==> src/rtl/mbrx_pkg.sv <==
package mbrx_pkg;

    typedef enum logic [2:0] {
        RX_IDLE,
        RX_GET_DATA,
        RX_TIMEOUT,
        RX_GET_BYTE,
        RX_FRAME_DONE
    } rx_state_e;

    typedef enum logic [1:0] {
        ST_NONE    = 2'd0,
        ST_DONE    = 2'd1,
        ST_TIMEOUT = 2'd2,
        ST_ERROR   = 2'd3
    } status_e;

    typedef enum logic [1:0] {
        U_IDLE,
        U_START,
        U_DATA,
        U_STOP
    } uart_state_e;

    typedef struct packed {
        logic [7:0] data;
        logic       frame_err;
    } rx_byte_t;

    localparam int WIN_BITS   = 8;
    localparam int OFS_STATUS = 128;
    localparam int OFS_LENGTH = 129;
    localparam int MIN_FRAME  = 4;

    function automatic logic [15:0] crc16_step(input logic [15:0] crc_in,
                                               input logic [7:0]  din);
        logic [15:0] c;
        c = crc_in ^ {8'h00, din};
        for (int i = 0; i < 8; i++) begin
            if (c[0]) c = (c >> 1) ^ 16'hA001;
            else      c = c >> 1;
        end
        return c;
    endfunction

endpackage

==> src/rtl/mbrx_uart_rx.sv <==
module mbrx_uart_rx
    import mbrx_pkg::*;
#(
    parameter int DIV_W = 16
) (
    input  logic             clk,
    input  logic             rst,
    input  logic             rxd,
    input  logic [DIV_W-1:0] bit_div,
    output logic             sof,
    output logic             busy,
    output logic             byte_vld,
    output rx_byte_t         byte_out
);

    uart_state_e      st_q;
    logic [1:0]       sync_q;
    logic [DIV_W-1:0] cnt_q;
    logic [2:0]       nbit_q;
    logic [7:0]       sh_q;
    logic             ferr_q;
    logic             vld_q;
    logic             rx_s;

    assign rx_s     = sync_q[1];
    assign sof      = (st_q == U_IDLE) && !rx_s;
    assign busy     = (st_q != U_IDLE);
    assign byte_vld = vld_q;
    assign byte_out = '{data: sh_q, frame_err: ferr_q};

    always_ff @(posedge clk) begin
        if (rst) begin
            st_q   <= U_IDLE;
            sync_q <= 2'b11;
            cnt_q  <= '0;
            nbit_q <= '0;
            sh_q   <= '0;
            ferr_q <= 1'b0;
            vld_q  <= 1'b0;
        end else begin
            vld_q  <= 1'b0;
            sync_q <= {sync_q[0], rxd};
            case (st_q)
                U_IDLE: begin
                    if (!rx_s) begin
                        st_q  <= U_START;
                        cnt_q <= '0;
                    end
                end
                U_START: begin
                    if (cnt_q == (bit_div >> 1)) begin
                        cnt_q  <= '0;
                        nbit_q <= '0;
                        st_q   <= rx_s ? U_IDLE : U_DATA;
                    end else begin
                        cnt_q <= cnt_q + 1'b1;
                    end
                end
                U_DATA: begin
                    if (cnt_q == bit_div - 1'b1) begin
                        cnt_q <= '0;
                        sh_q  <= {rx_s, sh_q[7:1]};
                        if (nbit_q == 3'd7) st_q <= U_STOP;
                        else                nbit_q <= nbit_q + 1'b1;
                    end else begin
                        cnt_q <= cnt_q + 1'b1;
                    end
                end
                default: begin
                    if (cnt_q == bit_div - 1'b1) begin
                        cnt_q  <= '0;
                        vld_q  <= 1'b1;
                        ferr_q <= !rx_s;
                        st_q   <= U_IDLE;
                    end else begin
                        cnt_q <= cnt_q + 1'b1;
                    end
                end
            endcase
        end
    end

endmodule

==> src/rtl/mbrx_crc_track.sv <==
module mbrx_crc_track
    import mbrx_pkg::*;
(
    input  logic        clk,
    input  logic        rst,
    input  logic        clr,
    input  logic        en,
    input  logic [7:0]  din,
    output logic [15:0] crc_before_tail,
    output logic [15:0] tail
);

    // Keep the running CRC and its values one and two bytes back, so that
    // the CRC over all bytes except the last two is always at hand.
    logic [15:0] crc_q [3];
    logic [15:0] tail_q;

    always_ff @(posedge clk) begin
        if (rst || clr) begin
            for (int i = 0; i < 3; i++) crc_q[i] <= 16'hFFFF;
            tail_q <= '0;
        end else if (en) begin
            crc_q[0] <= crc16_step(crc_q[0], din);
            crc_q[1] <= crc_q[0];
            crc_q[2] <= crc_q[1];
            tail_q   <= {din, tail_q[15:8]};
        end
    end

    assign crc_before_tail = crc_q[2];
    assign tail            = tail_q;

endmodule

==> src/rtl/mbrx_buffer.sv <==
module mbrx_buffer #(
    parameter  int DEPTH = 256,
    localparam int AW    = $clog2(DEPTH),
    localparam int RW    = AW - 1
) (
    input  logic          clk,
    input  logic          we,
    input  logic [AW-1:0] waddr,
    input  logic [7:0]    wdata,
    input  logic          re,
    input  logic [RW-1:0] raddr,
    output logic [15:0]   rdata
);

    localparam int ROWS = DEPTH / 2;

    logic [1:0][7:0] q;

    generate
        for (genvar g = 0; g < 2; g++) begin : g_bank
            logic [7:0] mem [ROWS];
            always_ff @(posedge clk) begin
                if (we && (waddr[0] == 1'(g))) mem[waddr[AW-1:1]] <= wdata;
                if (re) q[g] <= mem[raddr];
            end
        end
    endgenerate

    assign rdata = {q[1], q[0]};

endmodule

==> src/rtl/mbrx_channel.sv <==
module mbrx_channel
    import mbrx_pkg::*;
#(
    parameter int CH_W      = 4,
    parameter int CHAN_ID   = 0,
    parameter int DEPTH     = 256,
    parameter int DIV_W     = 16,
    parameter int RESP_W    = 24,
    parameter int CHAR_BITS = 10
) (
    input  logic                     clk,
    input  logic                     rst,
    input  logic                     rxd,
    input  logic [DIV_W-1:0]         bit_div,
    input  logic [RESP_W-1:0]        resp_ticks,
    input  logic                     arm,
    input  logic [CH_W+WIN_BITS-1:0] bus_addr,
    input  logic                     bus_rd,
    input  logic                     bus_wr,
    input  logic [15:0]              bus_wdata,
    output logic [15:0]              bus_rdata,
    output logic                     irq
);

    localparam int ADDR_W  = CH_W + WIN_BITS;
    localparam int BYTE_AW = $clog2(DEPTH);
    localparam int LEN_W   = BYTE_AW + 1;
    localparam int SIL_W   = DIV_W + 8;
    localparam int EOF_X2  = 7 * CHAR_BITS;

    rx_state_e         state_q, state_d;
    status_e           status_q;
    logic              irq_q;
    logic              armed_q;
    logic [RESP_W-1:0] resp_cnt_q;
    logic [SIL_W-1:0]  sil_cnt_q;
    logic [SIL_W-1:0]  eof_limit;
    logic [LEN_W-1:0]  len_q;
    logic              ovf_q, ferr_q;

    logic              sof, busy, byte_vld;
    rx_byte_t          rx_byte;
    logic [15:0]       crc_before_tail, tail;
    logic              frame_good, room, store;

    logic              hit, stat_rd, stat_wr, buf_re;
    logic [7:0]        off;
    logic [15:0]       buf_q;
    logic              rd_buf_q;
    logic [15:0]       rd_reg_q;

    mbrx_uart_rx #(.DIV_W(DIV_W)) u_rx (
        .clk(clk), .rst(rst), .rxd(rxd), .bit_div(bit_div),
        .sof(sof), .busy(busy), .byte_vld(byte_vld), .byte_out(rx_byte)
    );

    assign room  = (len_q < LEN_W'(DEPTH));
    assign store = (state_q == RX_GET_BYTE) && room;

    mbrx_crc_track u_crc (
        .clk(clk), .rst(rst),
        .clr((state_q == RX_IDLE) && sof),
        .en(store), .din(rx_byte.data),
        .crc_before_tail(crc_before_tail), .tail(tail)
    );

    assign hit     = (bus_addr[ADDR_W-1:WIN_BITS] == CH_W'(CHAN_ID));
    assign off     = bus_addr[WIN_BITS-1:0];
    assign stat_rd = bus_rd && hit && (off == 8'(OFS_STATUS));
    assign stat_wr = bus_wr && hit && (off == 8'(OFS_STATUS));
    assign buf_re  = bus_rd && hit && !off[7];

    mbrx_buffer #(.DEPTH(DEPTH)) u_buf (
        .clk(clk), .we(store), .waddr(len_q[BYTE_AW-1:0]), .wdata(rx_byte.data),
        .re(buf_re), .raddr(off[BYTE_AW-2:0]), .rdata(buf_q)
    );

    assign eof_limit  = SIL_W'((SIL_W'(bit_div) * SIL_W'(EOF_X2)) >> 1);
    assign frame_good = (len_q >= LEN_W'(MIN_FRAME)) && !ovf_q && !ferr_q
                        && (crc_before_tail == tail);

    always_comb begin
        state_d = state_q;
        case (state_q)
            RX_IDLE: begin
                if (sof)                                   state_d = RX_GET_DATA;
                else if (armed_q && resp_cnt_q >= resp_ticks) state_d = RX_TIMEOUT;
            end
            RX_GET_DATA: begin
                if (byte_vld)                              state_d = RX_GET_BYTE;
                else if (!busy && sil_cnt_q >= eof_limit)  state_d = RX_FRAME_DONE;
            end
            RX_GET_BYTE:   state_d = RX_GET_DATA;
            RX_TIMEOUT:    state_d = RX_IDLE;
            RX_FRAME_DONE: state_d = RX_IDLE;
            default:       state_d = RX_IDLE;
        endcase
    end

    always_ff @(posedge clk) begin
        if (rst) begin
            state_q    <= RX_IDLE;
            status_q   <= ST_NONE;
            irq_q      <= 1'b0;
            armed_q    <= 1'b0;
            resp_cnt_q <= '0;
            sil_cnt_q  <= '0;
            len_q      <= '0;
            ovf_q      <= 1'b0;
            ferr_q     <= 1'b0;
            rd_buf_q   <= 1'b0;
            rd_reg_q   <= '0;
        end else begin
            state_q <= state_d;

            if (busy || state_q == RX_IDLE) sil_cnt_q <= '0;
            else                            sil_cnt_q <= sil_cnt_q + 1'b1;

            if (arm) begin
                armed_q    <= 1'b1;
                resp_cnt_q <= '0;
            end else if ((state_q == RX_IDLE && sof) || state_q == RX_TIMEOUT) begin
                armed_q <= 1'b0;
            end else if (armed_q && state_q == RX_IDLE) begin
                resp_cnt_q <= resp_cnt_q + 1'b1;
            end

            if (state_q == RX_IDLE && sof) begin
                len_q  <= '0;
                ovf_q  <= 1'b0;
                ferr_q <= 1'b0;
            end else if (state_q == RX_GET_BYTE) begin
                ferr_q <= ferr_q | rx_byte.frame_err;
                if (room) len_q <= len_q + 1'b1;
                else      ovf_q <= 1'b1;
            end

            // Hardware outcomes take priority over host writes and reads.
            if (state_q == RX_FRAME_DONE)     status_q <= frame_good ? ST_DONE : ST_ERROR;
            else if (state_q == RX_TIMEOUT)   status_q <= ST_TIMEOUT;
            else if (stat_wr && bus_wdata == 16'd1) status_q <= ST_ERROR;
            else if (stat_wr && bus_wdata == 16'd0) status_q <= ST_NONE;

            if (state_q == RX_FRAME_DONE || state_q == RX_TIMEOUT) irq_q <= 1'b1;
            else if (stat_rd)                                       irq_q <= 1'b0;

            if (bus_rd) begin
                rd_buf_q <= buf_re;
                if (!hit)                          rd_reg_q <= '0;
                else if (off == 8'(OFS_STATUS))    rd_reg_q <= 16'(status_q);
                else if (off == 8'(OFS_LENGTH))    rd_reg_q <= 16'(len_q);
                else                               rd_reg_q <= '0;
            end
        end
    end

    assign bus_rdata = rd_buf_q ? buf_q : rd_reg_q;
    assign irq       = irq_q;

endmodule

==> config.mk <==
export PLATFORM = sky130hd
export DESIGN_NAME = mbrx_channel
export DESIGN_NICKNAME = d
export VERILOG_FILES = /design/src/rtl/mbrx_pkg.sv /design/src/rtl/mbrx_uart_rx.sv /design/src/rtl/mbrx_crc_track.sv /design/src/rtl/mbrx_buffer.sv /design/src/rtl/mbrx_channel.sv
export SDC_FILE = /design/constraint.sdc
export NUM_CORES = 2
export LEC_CHECK = 0
export BUFFER_PORTS_ARGS = -buffer_cell sky130_fd_sc_hd__buf_4
export CORE_ASPECT_RATIO = 0.7
export CORE_MARGIN = 2
export CORE_UTILIZATION = 45
export CTS_CLUSTER_DIAMETER = 150
export DETAILED_ROUTE_END_ITERATION = 12
export PLACE_DENSITY = 0.6
export SETUP_SLACK_MARGIN = 0.2
export SYNTH_ARGS = -nofsm -noshare
export SYNTH_HDL_FRONTEND = slang
export SYNTH_SLANG_ARGS = --single-unit
==> constraint.sdc <==
create_clock -name clk -period 9.47 [get_ports clk]
set_input_delay 0.947 -clock clk [delete_from_list [all_inputs] [get_ports clk]]
set_output_delay 0.947 -clock clk [all_outputs]
set_load 0.02 [all_outputs]
# == Word-level counts from Yosys, hierarchy flattened ==
# Memories as Yosys holds them, arrays and structs flattened. A register that Yosys moved wholly into a read port is not among the register bits.
# Cells that the tools add are included.
# word_totals
register_bits,132
word_cells,190
mem_bits_rw,2096
n_memories,3
out_inout_bits,17
in_bits,74
# mem_list
memory,depth,word_bits,rd,rd_clocked_by_memory_dff,write_ports,line_no,rtl
u_buf.g_bank[0].mem,128,8,1,1,1,mbrx_buffer.sv:21,logic [7:0] mem [ROWS];
u_buf.g_bank[1].mem,128,8,1,1,1,mbrx_buffer.sv:21,
u_crc.crc_q,3,16,3,0,3,mbrx_crc_track.sv:15,logic [15:0] crc_q [3];
# classes
bitwise,17
reduce_logical,50
muxes,70
n_lt_le_gt_ge,4
add_sub_neg,6
eq_ne,20
multipliers,1
# ops
op,count
2-to-1 mux 16 bit,31
"adder 24 x 1 -> 24 bit, second input constant",2
== test 16 bit,2
one-hot mux 16 bit (2 select lines),1
2-to-1 mux 9 bit,3
>= comparator 24 x 22 -> 1 bit,1
>= comparator 24 bit,1
NOT 2 -> 3 bit,8
"multiplier 16 x 6 -> 22 bit, second input constant",1
2-to-1 mux 2 bit,11
2-to-1 mux 3 bit,7
logical AND 1 bit,18
"adder 16 x 1 -> 16 bit, second input constant",1
"== test 16 x 1 -> 1 bit, second input constant",1
== test 16 x 15 -> 1 bit,1
"== test 8 bit, second input constant",2
zero test 16 bit,1
"subtractor 16 x 1 -> 16 bit, second input constant",1
bitwise XOR 16 x 8 -> 16 bit,1
2-to-1 mux 1 bit,14
AND reduction 2 bit,6
"adder 9 x 1 -> 9 bit, second input constant",1
">= comparator 9 x 3 -> 1 bit, second input constant",1
"< comparator 9 bit, second input constant",1
other kinds (28),51

# == Depth between registers and ports, before layout ==
# An unclocked memory read counts as a cell.
# logic_depth
depth_word,35
mapped_depth,22
depth_no_buf,22

# == Modules after synthesis ==
# A second synthesis with hierarchy kept.
# unflattened
hier_cells,4445
area_unflattened_um2,90068.9
# by_module_without_submodules
mod,cells_per_inst,area_each_um2,seq_area_each_um2,instances
mbrx_buffer,3237,79229.7,61979.4,1
mbrx_channel,778,6374.9,1521.5,1
mbrx_uart_rx,276,2249.7,660.6,1
mbrx_crc_track,154,2214.6,1461.4,1

# == Worst setup path before layout ==
# OpenSTA, ideal clock, no wires.
# synth_timing
path_type,register -> register
from,reg u_rx.sh_q[1]
to,mem u_crc.crc_q[0][15] (data pin)
t_required_ps,9205
period_less_slack_ps,5454
arrival_time_ps,5188
path_buffers,0
stages_incl_launch_ff,7
setup_slack_ps,4016
setup_time_ps,265
path_cell_list,dfxtp_1 xnor2_1 xnor2_1 xor2_1 xnor2_1 xor2_1 or3_1
# synth_lines
element,line_no,rtl
"start, declared",mbrx_uart_rx.sv:20,logic [7:0] sh_q;
"start signal, assigned",mbrx_uart_rx.sv:62,"sh_q <= {rx_s, sh_q[7:1]};"
"end, declared",mbrx_crc_track.sv:15,

# == Worst setup path in the final report ==
# layout_timing
from,in bit_div[11]
to,reg state_q[0]
# layout_between
elab_chain_len,5
# layout_rtl
element,line_no,rtl
"start, declared",mbrx_channel.sv:14,"input logic [DIV_W-1:0] bit_div,"
multiplier 16 x 6 -> 22 bit,mbrx_channel.sv:78,assign eof_limit = SIL_W'((SIL_W'(bit_div) * SIL_W'(EOF_X2)) >> 1);
>= comparator 24 x 22 -> 1 bit,mbrx_channel.sv:91,else if (!busy && sil_cnt_q >= eof_limit) state_d = RX_FRAME_DONE;
logical AND 1 bit,mbrx_channel.sv:91,
!= test 3 x 2 -> 1 bit (no source line),-,
AND reduction 2 bit (no source line),-,
"end signal, assigned",mbrx_channel.sv:114,state_q <= state_d;
"end, declared",mbrx_channel.sv:31,"rx_state_e state_q, state_d;"
# Every way passes these cells.
# A chain may end at the register's enable or synchronous reset.

==> out/results.md <==
• **outcome** finished, final reports clean
• **cell at the slowest stage of the critical path** o311ai_0
• **Vert. Die Dim** 378 um
• **overall via count from detail_route** 44100
• **GRT Total Usage** 21.1%
• **deepest clock path buffer count** 4
• **CP Launch Type** input pin
• **CP Class** input pin to flip-flop
• **Horiz. Die Dim** 539 um
• **tightest slew margin relative to the limit** 16.3%
• **Syn-to-layout area delta** 11.5%
• **area of the core** 0.199 sq mm
• **Placement Setup Slack** 3270 ps
• **clock-pin slew on the worst setup and hold paths** 60 ps
• **insertion delay of the later-clocked pin in the worst-skew pair** 880 ps
• **vias in the first global route** 43600
• **number of flops mapped to enable cells by yosys** 2102
• **portion of the clock cycle consumed by the worst path in the final layout** 56.8%
• **Post-CTS Setup Bufs** 0
• **wire length reported by the detailed router** 215000 um
• **DPL Wire Length** 133000 um
• **detailed-route wire length per cell** 28.9 um
• **final hold violations** 0
• **Post-Route Skew** 55.9 ps
• **Die Footprint** 0.204 sq mm
• **DRT antenna net count** 0
• **count of clock tree sinks** 2227
• **layout cell share with drive strength beyond 1** 24.0%
• **worst-margin pin slew** 1250 ps
• **maximum number of pins on one net before global-route repair** 206
• **worst stage delay on the critical path** 520 ps
• **starting utilization of the core area** 45.2%
• **CTS tree** yes
• **Crit Path Max Fanout** 6
• **highest achievable clock rate** 0.186 GHz
• **power density of the placed cells** 198 mW/mm^2
• **Via-to-Cell Ratio** 5.92
• **number of warnings issued by yosys** 0
• **Top Ports** 91
• **Final #Nets** 4851
• **floorplan row count** 137
• **Fin Hold WS** 266 ps
• **clock buffers created by TritonCTS** 212
• **PostCTS Resize Cnt** 0
• **share of the yosys chip area belonging to registers** 72.8%
• **number of register bits inferred by synthesis** 2227
• **top_reg_cell synth** edfxtp_1
• **RSZ-0062 raised after global routing** no
• **grt total ovfl** 0
• **Critical Path AT** 6160 ps
• **Critical Path RT** 10250 ps
• **hold crit path type** input pin to flip-flop
• **initial antenna violation count** 8
• **Mapped Nets** 4721
• **clock tree root driver cell** clkbuf_16
• **Worst Setup Slack, final** 4090 ps
• **number of levels the H-tree was split into** 4
• **Overall Power** 0.0199 W
• **final sum of negative setup slack** 0 ps
• **Leakage Power** 32.2 nW
• **number of DRC markers after the initial detailed-route iteration** 5408
• **cell area after layout** 0.100 sq mm
• **final-report max-slew violation count** 0
• **Pre-Repair DR Iteration Count** 7
• **mean instance size in the synthesized netlist** 20.0 sq um
• **cells traversed along the worst timing path** buf_4 -> inv_1 -> ha_1 -> ha_1 -> inv_1 -> fa_1 -> inv_1 -> ha_1 -> or2_2 -> a211o_1 -> nor3b_1 -> o21ai_0 -> o311ai_0 -> nand2b_1 -> xnor2_1 -> ha_1 -> a211o_1 -> nor3_1 -> o2111ai_1 -> a41oi_1 -> nor3_1 -> nor2_1
• **most repeated library cell on the critical path** ha_1
• **critical path endpoint category** flip-flop
• **minimum clock period** 5380 ps
• **Unique masters post-synth** 64
• **final setup violation count** 0
• **dominant delay contributor by cell family on the critical path** compound AO/OA/AOI/OAI gates
• **# DRC** 0
• **quantity of I/O buffers inserted on ports** 90
• **count of fill cells added during filler insertion** 16000
• **max-capacitance violation count** 0
• **first-pass GRT wire length** 314000 um
• **synthesized cell area** 0.0901 sq mm
• **global placer's final weighted congestion** 0.829
• **sequential cell area** 0.0657 sq mm
• **Synth Instances** 4517
• **instance area at placement** 0.0938 sq mm
• **number of hold buffers added after CTS** 0
• **area of combinational cells with multiple inputs** 0.0231 sq mm
• **Max IR drop VDD** 156 uV
• **worst path buffer plus inverter count** 4
• **fraction of registers with async set or reset after synthesis** 0%
[where the power goes]
group | leakage, nW | internal [W] | switching (W)
Combinational | 8.40 | 0.000413 | 0.000483
Clock | 3.25 | 0.00477 | 0.00362
Sequential | 20.5 | 0.0106 | 0.00000451
Total | 32.2 | 0.0158 | 0.00411
[layout make-up]
type / instances / share of cell area [%]
diodes: 4 / 0.00996
clock buffers: 261 / 5.58
clock inverters: 105 / 1.08
inverters: 121 / 0.452
multi-input cells: 1932 / 23.0
flip-flops and latches: 2227 / 65.4
well taps: 2641 / 3.29
repair buffers: 153 / 1.27
[state kept, by name, indices dropped and copies added, names as in the netlist, 2 cells and up]
signal,flops
u_buf.rdata,16
len_q,9
u_crc.tail,16
u_rx.sync_q,2
state_q,3
u_rx.cnt_q,16
status_q,2
u_crc.crc_q,38
u_rx.sh_q,8
u_rx.nbit_q,3
u_buf.g_bank.mem,2048
sil_cnt_q,24
u_rx.st_q,2
rd_reg_q,9
resp_cnt_q,24
[kinds of logic (layout without fill, tap and decap cells)]
kind of cell | count (synthesis) | in the layout | share of synthesized area (%)
DFF | 2227 | 2227 | 72.8
and+or+nand+nor | 764 | 764 | 3.85
muxes | 714 | 714 | 17.2
buffers and inverters | 358 | 640 | 1.60
AOI/OAI and AO/OA | 176 | 176 | 1.24
xor gates and xnor gates | 148 | 148 | 1.44
adders and majority gates | 130 | 130 | 1.90
other | 0 | 4 | 0
[stage by stage]
stage,util (%),instances
after detailed placement,47.1,7074
after global routing,50.4,7442
final,50.4,7444
after floorplan,-,4517
after CTS,50.4,7440
after global placement,47.1,7074
[Yosys cell counts, types with 37 or more instances]
master    instances  area (sq um)
a21oi_1          58           290
buf_1            37           139
buf_2            60           300
clkbuf_1        135           507
dfxtp_1         125          2500
edfxtp_1       2102         63100
ha_1            118          1480
inv_1           120           450
mux4_2          662         14900
nand2_1         121           454
nand3_1          49           245
nor2_1          388          1460
o21ai_0          37           185
or3_1            42           263
xnor2_1          76           666
xor2_1           72           631
[cells in the final DEF (no fill, tap or decap), types with 21 or more instances in the layout]
master / n
edfxtp_1: 2102
mux4_2: 662
nor2_1: 387
clkbuf_16: 213
buf_4: 141
nand2_1: 121
inv_1: 120
ha_1: 118
dfxtp_1: 117
xnor2_1: 76
xor2_1: 72
a21oi_1: 58
nand3_1: 49
or3_1: 42
clkinv_1: 41
clkbuf_1: 39
o21ai_0: 37
nor3_1: 26
mux2_2: 26
mux2i_1: 26
clkinv_2: 26
nand4_1: 23
bufinv_16: 22
nand2b_1: 21
and3_1: 21
[worst paths after layout]
| check | startpoint | endpoint | slack, ps | cells past startpoint |
|---|---|---|---|---|
| worst max register to register | state_q[0]$_SDFFE_PP0P_ | u_buf.g_bank[0].mem[91][2]$_DFFE_PP_ | 5020 | 6 |
| worst max-delay path | bit_div[11] | state_q[0]$_SDFFE_PP0P_ | 4090 | 22 |
| worst min register to register | u_rx.sync_q[0]$_SDFF_PP1_ | u_rx.sync_q[1]$_SDFF_PP1_ | 420 | 1 |
| worst min-delay path | rxd | u_rx.sync_q[0]$_SDFF_PP1_ | 270 | 2 |
[routing by layer]
metal | wire [um] | part of all wire, % | track usage, %
met1 | 98300 | 46 | 32.9
met2 | 93700 | 44 | 30.3
met3 | 19100 | 8.9 | 4.97
met5 | 13 | 0.0060 | 0
met4 | 4230 | 2.0 | 4.41
Power figures use the tool's default switching activity.
